[config.mk]
export PLATFORM = sky130hd
export DESIGN_NAME = operand_bypass_ctrl
export DESIGN_NICKNAME = d
export VERILOG_FILES = /design/src/rtl/operand_bypass_ctrl.sv
export SDC_FILE = /design/constraint.sdc
export NUM_CORES = 1
export LEC_CHECK = 0
export BUFFER_PORTS_ARGS = -buffer_cell sky130_fd_sc_hd__buf_4
export CAP_MARGIN = 25
export CORE_UTILIZATION = 48
export CTS_CLUSTER_SIZE = 24
export DETAILED_ROUTE_END_ITERATION = 8
export GPL_TIMING_DRIVEN = 0
export PLACE_DENSITY = 0.87
export SLEW_MARGIN = 30
export SYNTH_ARGS = -nofsm -noshare
export SYNTH_HDL_FRONTEND = slang
export SYNTH_SLANG_ARGS = --single-unit
[constraint.sdc]
create_clock -name clk -period 5.7 [get_ports clk]
set_input_delay 1.71 -clock clk [delete_from_list [all_inputs] [get_ports clk]]
set_output_delay 1.71 -clock clk [all_outputs]
set_load 0.01 [all_outputs]
[src/rtl/operand_bypass_ctrl.sv]
module operand_bypass_ctrl #(
  parameter int DW = 16,
  parameter int RW = 3
) (
  input  logic          clk,
  input  logic          rst_n,
  input  logic [RW-1:0] ex_src_a,
  input  logic [RW-1:0] ex_src_b,
  input  logic [DW-1:0] ex_val_a,
  input  logic [DW-1:0] ex_val_b,
  input  logic [RW-1:0] ex_dest,
  input  logic          ex_wr,
  input  logic          ex_is_load,
  input  logic [RW-1:0] dec_src_a,
  input  logic [RW-1:0] dec_src_b,
  input  logic          dec_use_a,
  input  logic          dec_use_b,
  input  logic [RW-1:0] mem_dest,
  input  logic          mem_wr,
  input  logic          mem_is_load,
  input  logic [DW-1:0] mem_alu,
  input  logic [RW-1:0] wb_dest,
  input  logic          wb_wr,
  input  logic [DW-1:0] wb_data,
  output logic [1:0]    sel_a,
  output logic [1:0]    sel_b,
  output logic [DW-1:0] opnd_a,
  output logic [DW-1:0] opnd_b,
  output logic          hold_front,
  output logic          insert_noop
);

  localparam logic [1:0] SEL_REG = 2'd0;
  localparam logic [1:0] SEL_MEM = 2'd1;
  localparam logic [1:0] SEL_WB  = 2'd2;
  localparam logic [1:0] SEL_PW  = 2'd3;

  logic [RW-1:0] pw_dest;
  logic [DW-1:0] pw_data;
  logic          pw_wr;

  always_ff @(posedge clk or negedge rst_n) begin
    if (!rst_n) begin
      pw_wr   <= 1'b0;
      pw_dest <= '0;
      pw_data <= '0;
    end else begin
      pw_wr   <= wb_wr;
      pw_dest <= wb_dest;
      pw_data <= wb_data;
    end
  end

  logic          mem_ok;
  logic [RW-1:0] srcs [2];
  logic [DW-1:0] vals [2];
  logic [1:0]    sels [2];
  logic [DW-1:0] outs [2];

  assign mem_ok  = mem_wr && !mem_is_load;
  assign srcs[0] = ex_src_a;
  assign srcs[1] = ex_src_b;
  assign vals[0] = ex_val_a;
  assign vals[1] = ex_val_b;

  for (genvar i = 0; i < 2; i++) begin : g_opnd
    always_comb begin
      if (mem_ok && mem_dest == srcs[i])       sels[i] = SEL_MEM;
      else if (wb_wr && wb_dest == srcs[i])    sels[i] = SEL_WB;
      else if (pw_wr && pw_dest == srcs[i])    sels[i] = SEL_PW;
      else                                     sels[i] = SEL_REG;
    end
    always_comb begin
      case (sels[i])
        SEL_MEM: outs[i] = mem_alu;
        SEL_WB:  outs[i] = wb_data;
        SEL_PW:  outs[i] = pw_data;
        default: outs[i] = vals[i];
      endcase
    end
  end

  assign sel_a  = sels[0];
  assign sel_b  = sels[1];
  assign opnd_a = outs[0];
  assign opnd_b = outs[1];

  logic load_use;
  assign load_use = ex_is_load && ex_wr &&
                    ((dec_use_a && dec_src_a == ex_dest) ||
                     (dec_use_b && dec_src_b == ex_dest));
  assign hold_front  = load_use;
  assign insert_noop = load_use;

  a_r1_reg_passthru: assert property (@(posedge clk) disable iff (!rst_n)
    (sel_a == SEL_REG) |-> (opnd_a == ex_val_a));
  a_r3_wb_value: assert property (@(posedge clk) disable iff (!rst_n)
    (sel_b == SEL_WB) |-> (opnd_b == wb_data));
  a_r6_no_load_fwd: assert property (@(posedge clk) disable iff (!rst_n)
    mem_is_load |-> (sel_a != SEL_MEM && sel_b != SEL_MEM));
  a_r9_invalid_wb: assert property (@(posedge clk) disable iff (!rst_n)
    !wb_wr |-> (sel_a != SEL_WB && sel_b != SEL_WB));
  a_r8_stall_needs_load: assert property (@(posedge clk) disable iff (!rst_n)
    hold_front |-> (ex_is_load && ex_wr && (dec_use_a || dec_use_b)));
  a_r7_noop_with_hold: assert property (@(posedge clk) disable iff (!rst_n)
    insert_noop == hold_front);
  a_r4_pw_from_wb: assert property (@(posedge clk) disable iff (!rst_n)
    (!wb_wr) |=> (sel_a != SEL_PW && sel_b != SEL_PW));

endmodule

After elaboration in Yosys (flattened, before gate mapping)
Index checks and enable logic that the tools add are counted.

Register bits: 20. Output and inout bits: 38. Word-level logic and storage cells: 38. Input bits: 94.

Multiplexer cells: 8. Equality and inequality tests: 14. Reduce and logical (&&, ||, !) cells: 13.

Operators with widths (count): $pmux W16 S3 (2); $eq A3 B3 Y1 (8); $mux W2 (6); $logic_and A1 B1 Y1 (11); $eq A2 B2 Y1 const B (4); $eq A2 B1 Y1 const B (2); $logic_not A1 Y1 (1); $logic_or A1 B1 Y1 (1).

Logic depth before layout (Yosys ltp)
Depth in word-level cells: 7. Gate-level depth with buffers: 6. Depth with buffers taken out: 4.

Worst setup path before layout
OpenSTA, ideal clock, no wires.

Path kind: input-to-output. From: in wb_dest[1]. To: out sel_a[1]. Slack: 0.897 ns. Stages on the path: 5. Data required time: 3.990 ns. Data arrival time: 3.093 ns. Path buffers: 2. Cell sequence: xor2_1 -> or4b_1 -> buf_4 -> buf_2 -> a21boi_0.

Cells in the longest elaborated chain, start to end: 4.

Ends and longest elaborated chain: start: declaration (line 22) `input logic [RW-1:0] wb_dest,`; $eq A3 B3 Y1 (line 69) `else if (wb_wr && wb_dest == srcs[i]) sels[i] = SEL_WB;`; $logic_and A1 B1 Y1 (line 69); $mux W2 (line 69); $mux W2 (line 68) `if (mem_ok && mem_dest == srcs[i]) sels[i] = SEL_MEM;`; end: declaration (line 25) `output logic [1:0] sel_a,`.

No other way between the ends.

Worst setup path in the final report
From: in wb_dest[2]. To: out opnd_a[11].

Cells in the longest elaborated chain, start to end: 6. Elaborated cells on any way between the ends: 8. Those cells by class: eq/ne (4); mux (3); reduce/logical (1).

Ends and longest elaborated chain: $eq A3 B3 Y1 (*) (line 69); $logic_and A1 B1 Y1 (*) (line 69); $mux W2 (*) (line 69); $mux W2 (*) (line 68); $eq A2 B2 Y1 / $eq A2 B1 Y1 (equally long branches) (line 74) `case (sels[i])`; $pmux W16 S3 (*) (line 74); end: declaration (line 27) `output logic [DW-1:0] opnd_a,`.

Mark *: on every way between the ends. The rest lies on a longest branch, timed or not.

==> metrics <==
most frequent cells in the layout buf_4, o211ai_1, nor4_1, mux2i_1; setup TNS 0 ns; Area after DPL 3270 um2; final total power 539 uW; num ports 132; Die X 70 um; count of different cell masters after synthesis 23; Starting Density 50.3%; Core Area 4410 um2; Worst-path clk slew 0.07 ns; Worst setup SP type input port; Hold Vio Cnt, Final 0; antenna cells 0; minimum clock period 5.26 ns; actual slew at the worst max-slew pin 0.715 ns; vias after detailed routing 2623; CP max FO 10; #FFs+latches synth 20; nets@finish 460; Detail Route Antenna Nets 0; Clock Tree Root clkbuf_8; Post-Route WL 7870 um; vias in the first global route 2708; share of cells above drive strength 1 45.6%; Setup crit end kind output pin; DP HPWL 6130 um; global placement routability congestion 0.861; Post-Syn Nets 324; Hold Buf Count CTS 0; final slew viol count 0; placed insts 413; RSZ-0062 raised after global routing false; syn avg cell area 9.65 um2; clock buffer depth 2; DRT iter0 DRCs 242; kind of cell adding the most delay to the critical path buffers and inverters; commonest non-fill, non-tap cell in the layout buf_4; Slowest Stage Delay on Critical Path 0.58 ns; clock sinks 20; Hold Path Class input port to async pin; FMAX 0.190 GHz; Ys Warns 0; CP max-delay cell xor2_1; Seq/Total Area, Yosys 22.5%; Leakage 0.00162 uW; H-tree depth 1; fin crit share 92.2%; initial antenna violation count 0; Arrival @ worst endpoint 3.55 ns; Residual DRC 0; largest net degree at the start of global routing 21; Chip Height 70 um; Final Util 75.0%; Post-Layout Cell Count 416; status complete, no violations; Die ar. 4900 um2; P&R area growth vs syn 49.1%; post-CTS setup buffers 0; slew margin rel. 52.2%; number of max-cap violations 0; worst vdd ir 0.000121 V; Initial DRT Pass Iterations 4; P per Cell Area 163 nW/um2; Filler cells 329; Synth Instances 230; Finished Cell Area 3310 um2; Final Setup Violations 0; crit-path cells buf_4 > xor2_1 > or4b_1 > buf_4 > buf_2 > o211ai_1 > a2bb2oi_2 > buf_4; required time worst endpoint 3.99 ns; first-pass GRT wire length 12500 um; CTS tree built; drt via density 6.31; wire per inst 18.9 um; cell area after synthesis 2220 um2; worst setup path category input port to output pin; most frequent CP cell buf_4; grt ovf 0; TritonCTS Buffers 3; worst path buffer plus inverter count 4; Core Rows 24; post-cts resize count 0; gr usage total 31.7%; input/output buffers 131
[state kept, by name (all words and copies together), names as in the netlist]
register,cells
pw_wr,1
pw_data,16
pw_dest,3
[cells by family after synthesis]
| kind of cell | after synthesis | share of synthesized area [%] |
|---|---|---|
| flops | 20 | 22.5 |
| xor+xnor | 24 | 9.47 |
| simple gates | 64 | 17.5 |
| compound gates | 67 | 30.0 |
| buf+inv | 23 | 6.03 |
| mux | 32 | 14.4 |
[layout make-up]
cell class | count | area [um2] | share of cell area [%]
clock buffers | 3 | 41.3 | 1.25
flip-flops and latches | 20 | 500 | 15.1
plain buffers | 23 | 134 | 4.05
repair buffers | 131 | 983 | 29.7
well taps | 52 | 65.1 | 1.97
multi-input cells | 187 | 1590 | 47.9
[power breakdown]
| part | internal, uW | leakage [uW] | total, uW | switching [uW] |
|---|---|---|---|---|
| Sequential | 149 | 0.000233 | 154 | 4.79 |
| Clock | 47.1 | 0.0000216 | 94.7 | 47.6 |
| Combinational | 153 | 0.00137 | 291 | 138 |
[metal layers]
layer  routed length, um  track usage [%]  vias up  part of all wire [%]
met3                 629             4.04       23                   8.0
met5                   0                0        -                     0
met4                 206             9.33        0                   2.6
met1                3040             38.9     1244                    39
li1                    -                -     1192                     -
met2                3990             57.5      164                    51
[synthesized netlist by cell type]
library cell	count	share of area, %
mux2i_1	32	14
o211ai_1	32	11
nand2_1	19	3.2
or4b_1	2	0.90
nand2b_1	2	0.56
buf_12	1	0.90
nand4_1	5	1.4
xor2_1	6	2.4
clkbuf_1	14	2.4
nor4_1	32	9.0
buf_6	1	0.51
buf_4	2	0.68
dfrtp_1	20	23
nor2b_1	1	0.28
a21oi_1	1	0.23
a2bb2oi_1	12	4.7
nand4_2	1	0.56
a2bb2oi_2	20	14
buf_8	1	0.68
buf_2	4	0.90
a21boi_0	2	0.68
xnor2_1	18	7.1
nand3_4	2	1.6
[per-stage QoR]
step	hold slack, ns	setup slack, ns
after floorplan	1.41	0.897
after global placement	1.61	0.527
after detailed placement	1.61	0.526
after CTS	1.33	0.506
after global routing	1.33	0.354
final	1.32	0.442
[final timing paths]
path	from	to	slack, ns	cells after the start
setup / recovery	wb_dest[2]	opnd_a[11]	0.44	8
max in group asynchronous	rst_n	pw_data[11]$_DFF_PN0_	4.15	1
min in group clk	wb_data[0]	pw_data[0]$_DFF_PN0_	1.56	1
hold / removal	rst_n	pw_data[8]$_DFF_PN0_	1.32	1
No activity file was read; power rests on OpenSTA's default activity.
